### config.mk
export PLATFORM = sky130hd
export DESIGN_NAME = seg_anim_engine
export DESIGN_NICKNAME = d
export VERILOG_FILES = /design/src/rtl/seg_anim_pkg.sv /design/src/rtl/seg_anim_pattern_reg.sv /design/src/rtl/seg_anim_state_ctr.sv /design/src/rtl/seg_anim_steer.sv /design/src/rtl/seg_anim_engine.sv
export SDC_FILE = /design/constraint.sdc
export NUM_CORES = 1
export LEC_CHECK = 0
export ABC_CLOCK_PERIOD_IN_PS = 2100
export BUFFER_PORTS_ARGS = -buffer_cell sky130_fd_sc_hd__buf_2
export CAP_MARGIN = 20
export CORE_UTILIZATION = 52
export CTS_BUF_LIST = sky130_fd_sc_hd__clkbuf_16
export DETAILED_ROUTE_END_ITERATION = 10
export GPL_TIMING_DRIVEN = 0
export PLACE_DENSITY = 0.86
export SETUP_SLACK_MARGIN = 0.15
export SLEW_MARGIN = 20
export SYNTH_ARGS = -nofsm -noshare
export SYNTH_HDL_FRONTEND = slang
export SYNTH_SLANG_ARGS = --single-unit
### constraint.sdc
create_clock -name clk -period 2.1 [get_ports clk]
set_input_delay 0.105 -clock clk [delete_from_list [all_inputs] [get_ports clk]]
set_output_delay 0.105 -clock clk [all_outputs]
set_load 0.005 [all_outputs]
### src/rtl/seg_anim_pkg.sv
package seg_anim_pkg;

   // rotation control coding for one pattern register
   typedef enum logic [1:0] {
      SH_NONE  = 2'd0,
      SH_LEFT  = 2'd1,
      SH_RIGHT = 2'd2,
      SH_SPARE = 2'd3
   } shift_ctl_e;

   // merge operator selection
   typedef enum logic {
      MERGE_AND = 1'b0,
      MERGE_OR  = 1'b1
   } merge_op_e;

endpackage

### src/rtl/seg_anim_pattern_reg.sv
module seg_anim_pattern_reg
   import seg_anim_pkg::*;
#(
   parameter int PAT_W    = 8,
   parameter bit CIRCULAR = 1'b1
) (
   input  logic             clk,
   input  logic             rst_n,
   input  logic             load,
   input  logic [PAT_W-1:0] load_val,
   input  logic             adv,
   input  shift_ctl_e       ctl,
   output logic [PAT_W-1:0] q
);

   logic [PAT_W-1:0] left_val;
   logic [PAT_W-1:0] right_val;

   // variant: circular rotation or plain shift with zero fill
   generate
      if (CIRCULAR) begin : g_rotate
         assign left_val  = {q[PAT_W-2:0], q[PAT_W-1]};
         assign right_val = {q[0], q[PAT_W-1:1]};
      end else begin : g_shift
         assign left_val  = {q[PAT_W-2:0], 1'b0};
         assign right_val = {1'b0, q[PAT_W-1:1]};
      end
   endgenerate

   always_ff @(posedge clk or negedge rst_n) begin
      if (!rst_n) begin
         q <= '0;
      end else if (load) begin
         q <= load_val;
      end else if (adv) begin
         case (ctl)
            SH_LEFT:  q <= left_val;
            SH_RIGHT: q <= right_val;
            default:  q <= q;
         endcase
      end
   end

endmodule

### src/rtl/seg_anim_state_ctr.sv
module seg_anim_state_ctr #(
   parameter int TOP_W   = 3,
   parameter int STATE_W = 4
) (
   input  logic               clk,
   input  logic               rst_n,
   input  logic               enable,
   input  logic               step,
   input  logic [TOP_W-1:0]   top,
   output logic [STATE_W-1:0] state
);

   logic [STATE_W-1:0] top_ext;
   logic               at_top;

   assign top_ext = STATE_W'(top);
   assign at_top  = (state >= top_ext);

   always_ff @(posedge clk or negedge rst_n) begin
      if (!rst_n) begin
         state <= '0;
      end else if (!enable) begin
         state <= '0;
      end else if (step) begin
         state <= at_top ? '0 : state + STATE_W'(1);
      end
   end

endmodule

### src/rtl/seg_anim_steer.sv
module seg_anim_steer
   import seg_anim_pkg::*;
#(
   parameter int PAT_W      = 8,
   parameter int NUM_GROUPS = 2,
   localparam int SEG_W     = PAT_W * NUM_GROUPS,
   localparam int LOC_W     = (NUM_GROUPS > 1) ? $clog2(NUM_GROUPS) : 1
) (
   input  logic [PAT_W-1:0] pat_a,
   input  logic [PAT_W-1:0] pat_b,
   input  merge_op_e        op,
   input  logic             enable,
   input  logic [LOC_W-1:0] group_sel,
   input  logic [SEG_W-1:0] seg_in,
   output logic [PAT_W-1:0] pattern,
   output logic [SEG_W-1:0] seg_out
);

   always_comb begin
      case (op)
         MERGE_OR: pattern = pat_a | pat_b;
         default:  pattern = pat_a & pat_b;
      endcase
   end

   // one override slot per segment group
   for (genvar g = 0; g < NUM_GROUPS; g++) begin : g_group
      logic hit;
      assign hit = enable && (group_sel == LOC_W'(g));
      assign seg_out[g*PAT_W +: PAT_W] = hit ? pattern : seg_in[g*PAT_W +: PAT_W];
   end

endmodule

### src/rtl/seg_anim_engine.sv
module seg_anim_engine
   import seg_anim_pkg::*;
#(
   parameter int PAT_W      = 8,
   parameter int NUM_GROUPS = 2,
   parameter int TOP_W      = 3,
   parameter int STATE_W    = 4,
   parameter bit CIRCULAR   = 1'b1,
   localparam int SEG_W     = PAT_W * NUM_GROUPS,
   localparam int LOC_W     = (NUM_GROUPS > 1) ? $clog2(NUM_GROUPS) : 1
) (
   input  logic               clk,
   input  logic               rst_n,
   input  logic               anim_en,
   input  logic               step,
   input  logic               wr_a,
   input  logic [PAT_W-1:0]   din_a,
   input  logic               wr_b,
   input  logic [PAT_W-1:0]   din_b,
   input  logic [1:0]         shift_a_ctl,
   input  logic [1:0]         shift_b_ctl,
   input  logic               combine_or,
   input  logic [LOC_W-1:0]   group_sel,
   input  logic [TOP_W-1:0]   state_top,
   input  logic [SEG_W-1:0]   seg_data_in,
   output logic [PAT_W-1:0]   pattern_out,
   output logic [SEG_W-1:0]   seg_out,
   output logic [STATE_W-1:0] state_out
);

   // elaboration-time parameter checks
   if (PAT_W < 2) begin : g_bad_pat_w
      $error("seg_anim_engine: PAT_W must be at least 2");
   end
   if (NUM_GROUPS < 2) begin : g_bad_groups
      $error("seg_anim_engine: NUM_GROUPS must be at least 2");
   end
   if (STATE_W < TOP_W) begin : g_bad_state_w
      $error("seg_anim_engine: STATE_W must cover TOP_W");
   end

   logic               adv;
   logic [PAT_W-1:0]   pat_a_q;
   logic [PAT_W-1:0]   pat_b_q;
   logic [STATE_W-1:0] state_q;

   assign adv = anim_en & step;

   seg_anim_pattern_reg #(.PAT_W(PAT_W), .CIRCULAR(CIRCULAR)) u_reg_a (
      .clk      (clk),
      .rst_n    (rst_n),
      .load     (wr_a),
      .load_val (din_a),
      .adv      (adv),
      .ctl      (shift_ctl_e'(shift_a_ctl)),
      .q        (pat_a_q)
   );

   seg_anim_pattern_reg #(.PAT_W(PAT_W), .CIRCULAR(CIRCULAR)) u_reg_b (
      .clk      (clk),
      .rst_n    (rst_n),
      .load     (wr_b),
      .load_val (din_b),
      .adv      (adv),
      .ctl      (shift_ctl_e'(shift_b_ctl)),
      .q        (pat_b_q)
   );

   seg_anim_state_ctr #(.TOP_W(TOP_W), .STATE_W(STATE_W)) u_state (
      .clk    (clk),
      .rst_n  (rst_n),
      .enable (anim_en),
      .step   (step),
      .top    (state_top),
      .state  (state_q)
   );

   seg_anim_steer #(.PAT_W(PAT_W), .NUM_GROUPS(NUM_GROUPS)) u_steer (
      .pat_a     (pat_a_q),
      .pat_b     (pat_b_q),
      .op        (merge_op_e'(combine_or)),
      .enable    (anim_en),
      .group_sel (group_sel),
      .seg_in    (seg_data_in),
      .pattern   (pattern_out),
      .seg_out   (seg_out)
   );

   assign state_out = state_q;

endmodule

==> metrics.txt <==
Design Area, Final roughly 2200 sq um; Total Wirelength 4650 microns; Worst R2R Path Depth 4; largest buffer count on any clock path 2; worst setup margin between 0.5 and 0.6 ns; Synth top area share 0.287; Worst-path clk slew roughly 0.05 ns; crit start category flip-flop; Final period util 0.714; initial antenna violation count 0; Num CTS Buffers 3; DP Area ~2100 sq um; Worst-Skew Late Latency 0.25 ns; synth unique cells 24; DRC 0; Synth Area in XOR/XNOR 0.0101; synth-to-layout area growth 27.6%; first-pass GRT wire length between 7000 and 8000 microns; via count of the first global-routing pass 1621; Hold Violations, Final 0; FF-to-FF Start u_state.state[2]; Layout Utilization 0.711; syn avg cell area 9.74 sq um; Rows 20; worst slew pin tran between 0.4 and 0.5 ns; min-delay src anim_en; min Tclk post-route 1.50 ns; CP arrival between 1.5 and 2 ns; outcome completed; post-synthesis mux area share 0.195; die area approximately 3600 sq um; register area share after synthesis 0.287; Worst Path Required ~2.3 ns; Synth Area in Simple Gates 0.195; post-CTS sizing 0; Max-slew headroom 0.685; clock sink total 20; Synth area leader dfrtp_1; Flop pwr share 0.371; Die H ~60 microns; Clk pwr share 0.273; wire per inst ~16 microns; RSZ-0062 raised after global routing no; fraction of layout cells with a size suffix above 1 0.398; H-tree levels 1; die width 59.9 microns; Root Buffer clkbuf_16; maxcap violations 0; Fin Hold WS 0.166 ns; hold path endpoint u_state.state[1]; DP Worst Slack about 0.6 ns; via count ~1700; ranking of synthesized cells by area dfrtp_1 (29%), mux2_2 (10%), mux2i_1 (9.2%); share of total power in combinational logic 0.356; Vias/cell 5.81; HPWL after detailed placement between 3000 and 4000 microns; post-synth net total 230; Synthesis Warnings 0; power density of the placed cells 631 nW/um^2; Starting Density 0.557; post-synthesis cell area around 1700 sq um; # port buffers a little under 70; adder-cell share of the synthesized area 0.0352; Fillers between 200 and 300; internal reg-to-reg setup slack between 0.5 and 0.6 ns; largest family of logic cells by synthesized area multiplexers; Total Routing Usage GR 0.282; gp weighted congestion slightly below 0.9; final slew viol count 0; setup violators final 0; Max Fclk approximately 0.67 GHz; TritonCTS clock tree yes; worst hold path type input pin to flip-flop; CTS hold repair buffers 1; final global-route overflow total 0; core region area 3130 sq um; largest net degree at the start of global routing 21; CP Max Fanout 6; clk_skew around 0.0012 ns; critical path startpoint u_state.state[2]; drt pass-1 iters 4; Pint about 0.96 mW; flops & latches, synth 20; R2R Path End u_state.state[3]; P_sw around 0.44 mW; Post-DRT Antenna Nets 0; sw frac 0.314; Synth Area in Compound Gates 0.175; post-CTS setup buffer count 0; Finished Layout Cells roughly 300; CP Class flip-flop to flip-flop; Syn Inst Count between 150 and 200; setup TNS 0 ns; I/O pin count 75; layout net count approximately 300; # placed instances roughly 290; Inserted Diodes 0; VDD IR max between 300 and 400 uV; Leak Pwr 1.11 nW; Total Power roughly 1.4 mW; CP endpoint kind flip-flop; hold path cells 2; First DRT Iteration DRCs ~70
## cell usage in the layout (no fill, tap or decap)
master         instances
a211oi_2               1
a21boi_0               3
a21boi_1               1
a21oi_1               14
a221oi_1              16
a31o_1                 2
and3_1                 1
and3b_1                1
buf_2                 73
buf_6                  6
clkbuf_1               4
clkbuf_16              3
dfrtp_1               20
dlygate4sd3_1          1
ha_1                   4
inv_1                 19
maj3_2                 1
mux2_2                16
mux2i_1               16
nand2_1                2
nand2b_1               6
nor2b_1               19
nor4bb_1              16
o2111ai_1              3
o221ai_1               1
xor2_1                 2
## final cells by class
type                       instances  area (sq um)  share of cell area
tap                               44          55.1              0.0248
inverter                          19          71.3              0.0321
timing repair buffer              69           350               0.158
sequential                        20           500               0.225
clock buffer                       3          75.1              0.0338
buffer                            15           108              0.0484
multi-input combinational        125          1060               0.478
## cell usage after synthesis
cell        n
a221oi_1   16
a211oi_2    1
a21oi_1    14
buf_2       5
o221ai_1    1
a21boi_0    3
inv_1      19
ha_1        4
and3b_1     1
mux2_2     16
clkbuf_1    4
and3_1      1
nor2b_1    19
nand2b_1    6
buf_6       6
nor4bb_1   16
a21boi_1    1
mux2i_1    16
a31o_1      2
nand2_1     2
dfrtp_1    20
maj3_2      1
xor2_1      2
o2111ai_1   3
## how the worst max path moves through the flow
stage | end | slack (ns) | cells past startpoint
floorplan | u_state.state[3] | 0.78 | 4
finish | u_state.state[3] | 0.60 | 4
global placement | u_state.state[3] | 0.64 | 4
CTS | u_state.state[3] | 0.59 | 4
detailed placement | u_state.state[3] | 0.60 | 4
global route | u_state.state[0] | 0.47 | 4
## registers in the layout, indices dropped and copies added (netlist names)
name and count:
u_state.state 4, u_reg_b.q 8, u_reg_a.q 8
## power groups by stage
stage	registers [mW]	logic, mW	clock network [mW]
after detailed placement	0.523	0.494	0
after global routing	0.528	0.553	0.407
after CTS	0.518	0.501	0.389
after floorplan	0.497	0.322	0
final	0.521	0.500	0.384
after global placement	0.521	0.478	0
## logic make-up (layout without fill, tap and decap cells)
kind of cell	count (synthesis)	in the layout
AO/OA/AOI/OAI	41	41
XOR/XNOR	2	2
adder cells (fa/ha/maj)	5	5
buffers and inverters	34	106
flip-flops	20	20
multiplexers	32	32
AND/OR/NAND/NOR	45	45
## critical path: stages (launching register included)
cell and delay, ns:
dfrtp_1 0.43, ha_1 0.33, a211oi_2 0.30, o2111ai_1 0.17
a21boi_0 0.19
## metal layers
metal  up-vias  global-route usage  wire length [microns]
met5         -                   0                      0
met4         0              0.0764                     42
met3         4              0.0325                    254
met2        77               0.543                   2520
met1       823               0.323                   1840
li1        811                   -                      -
Power figures use the tool's default switching activity.
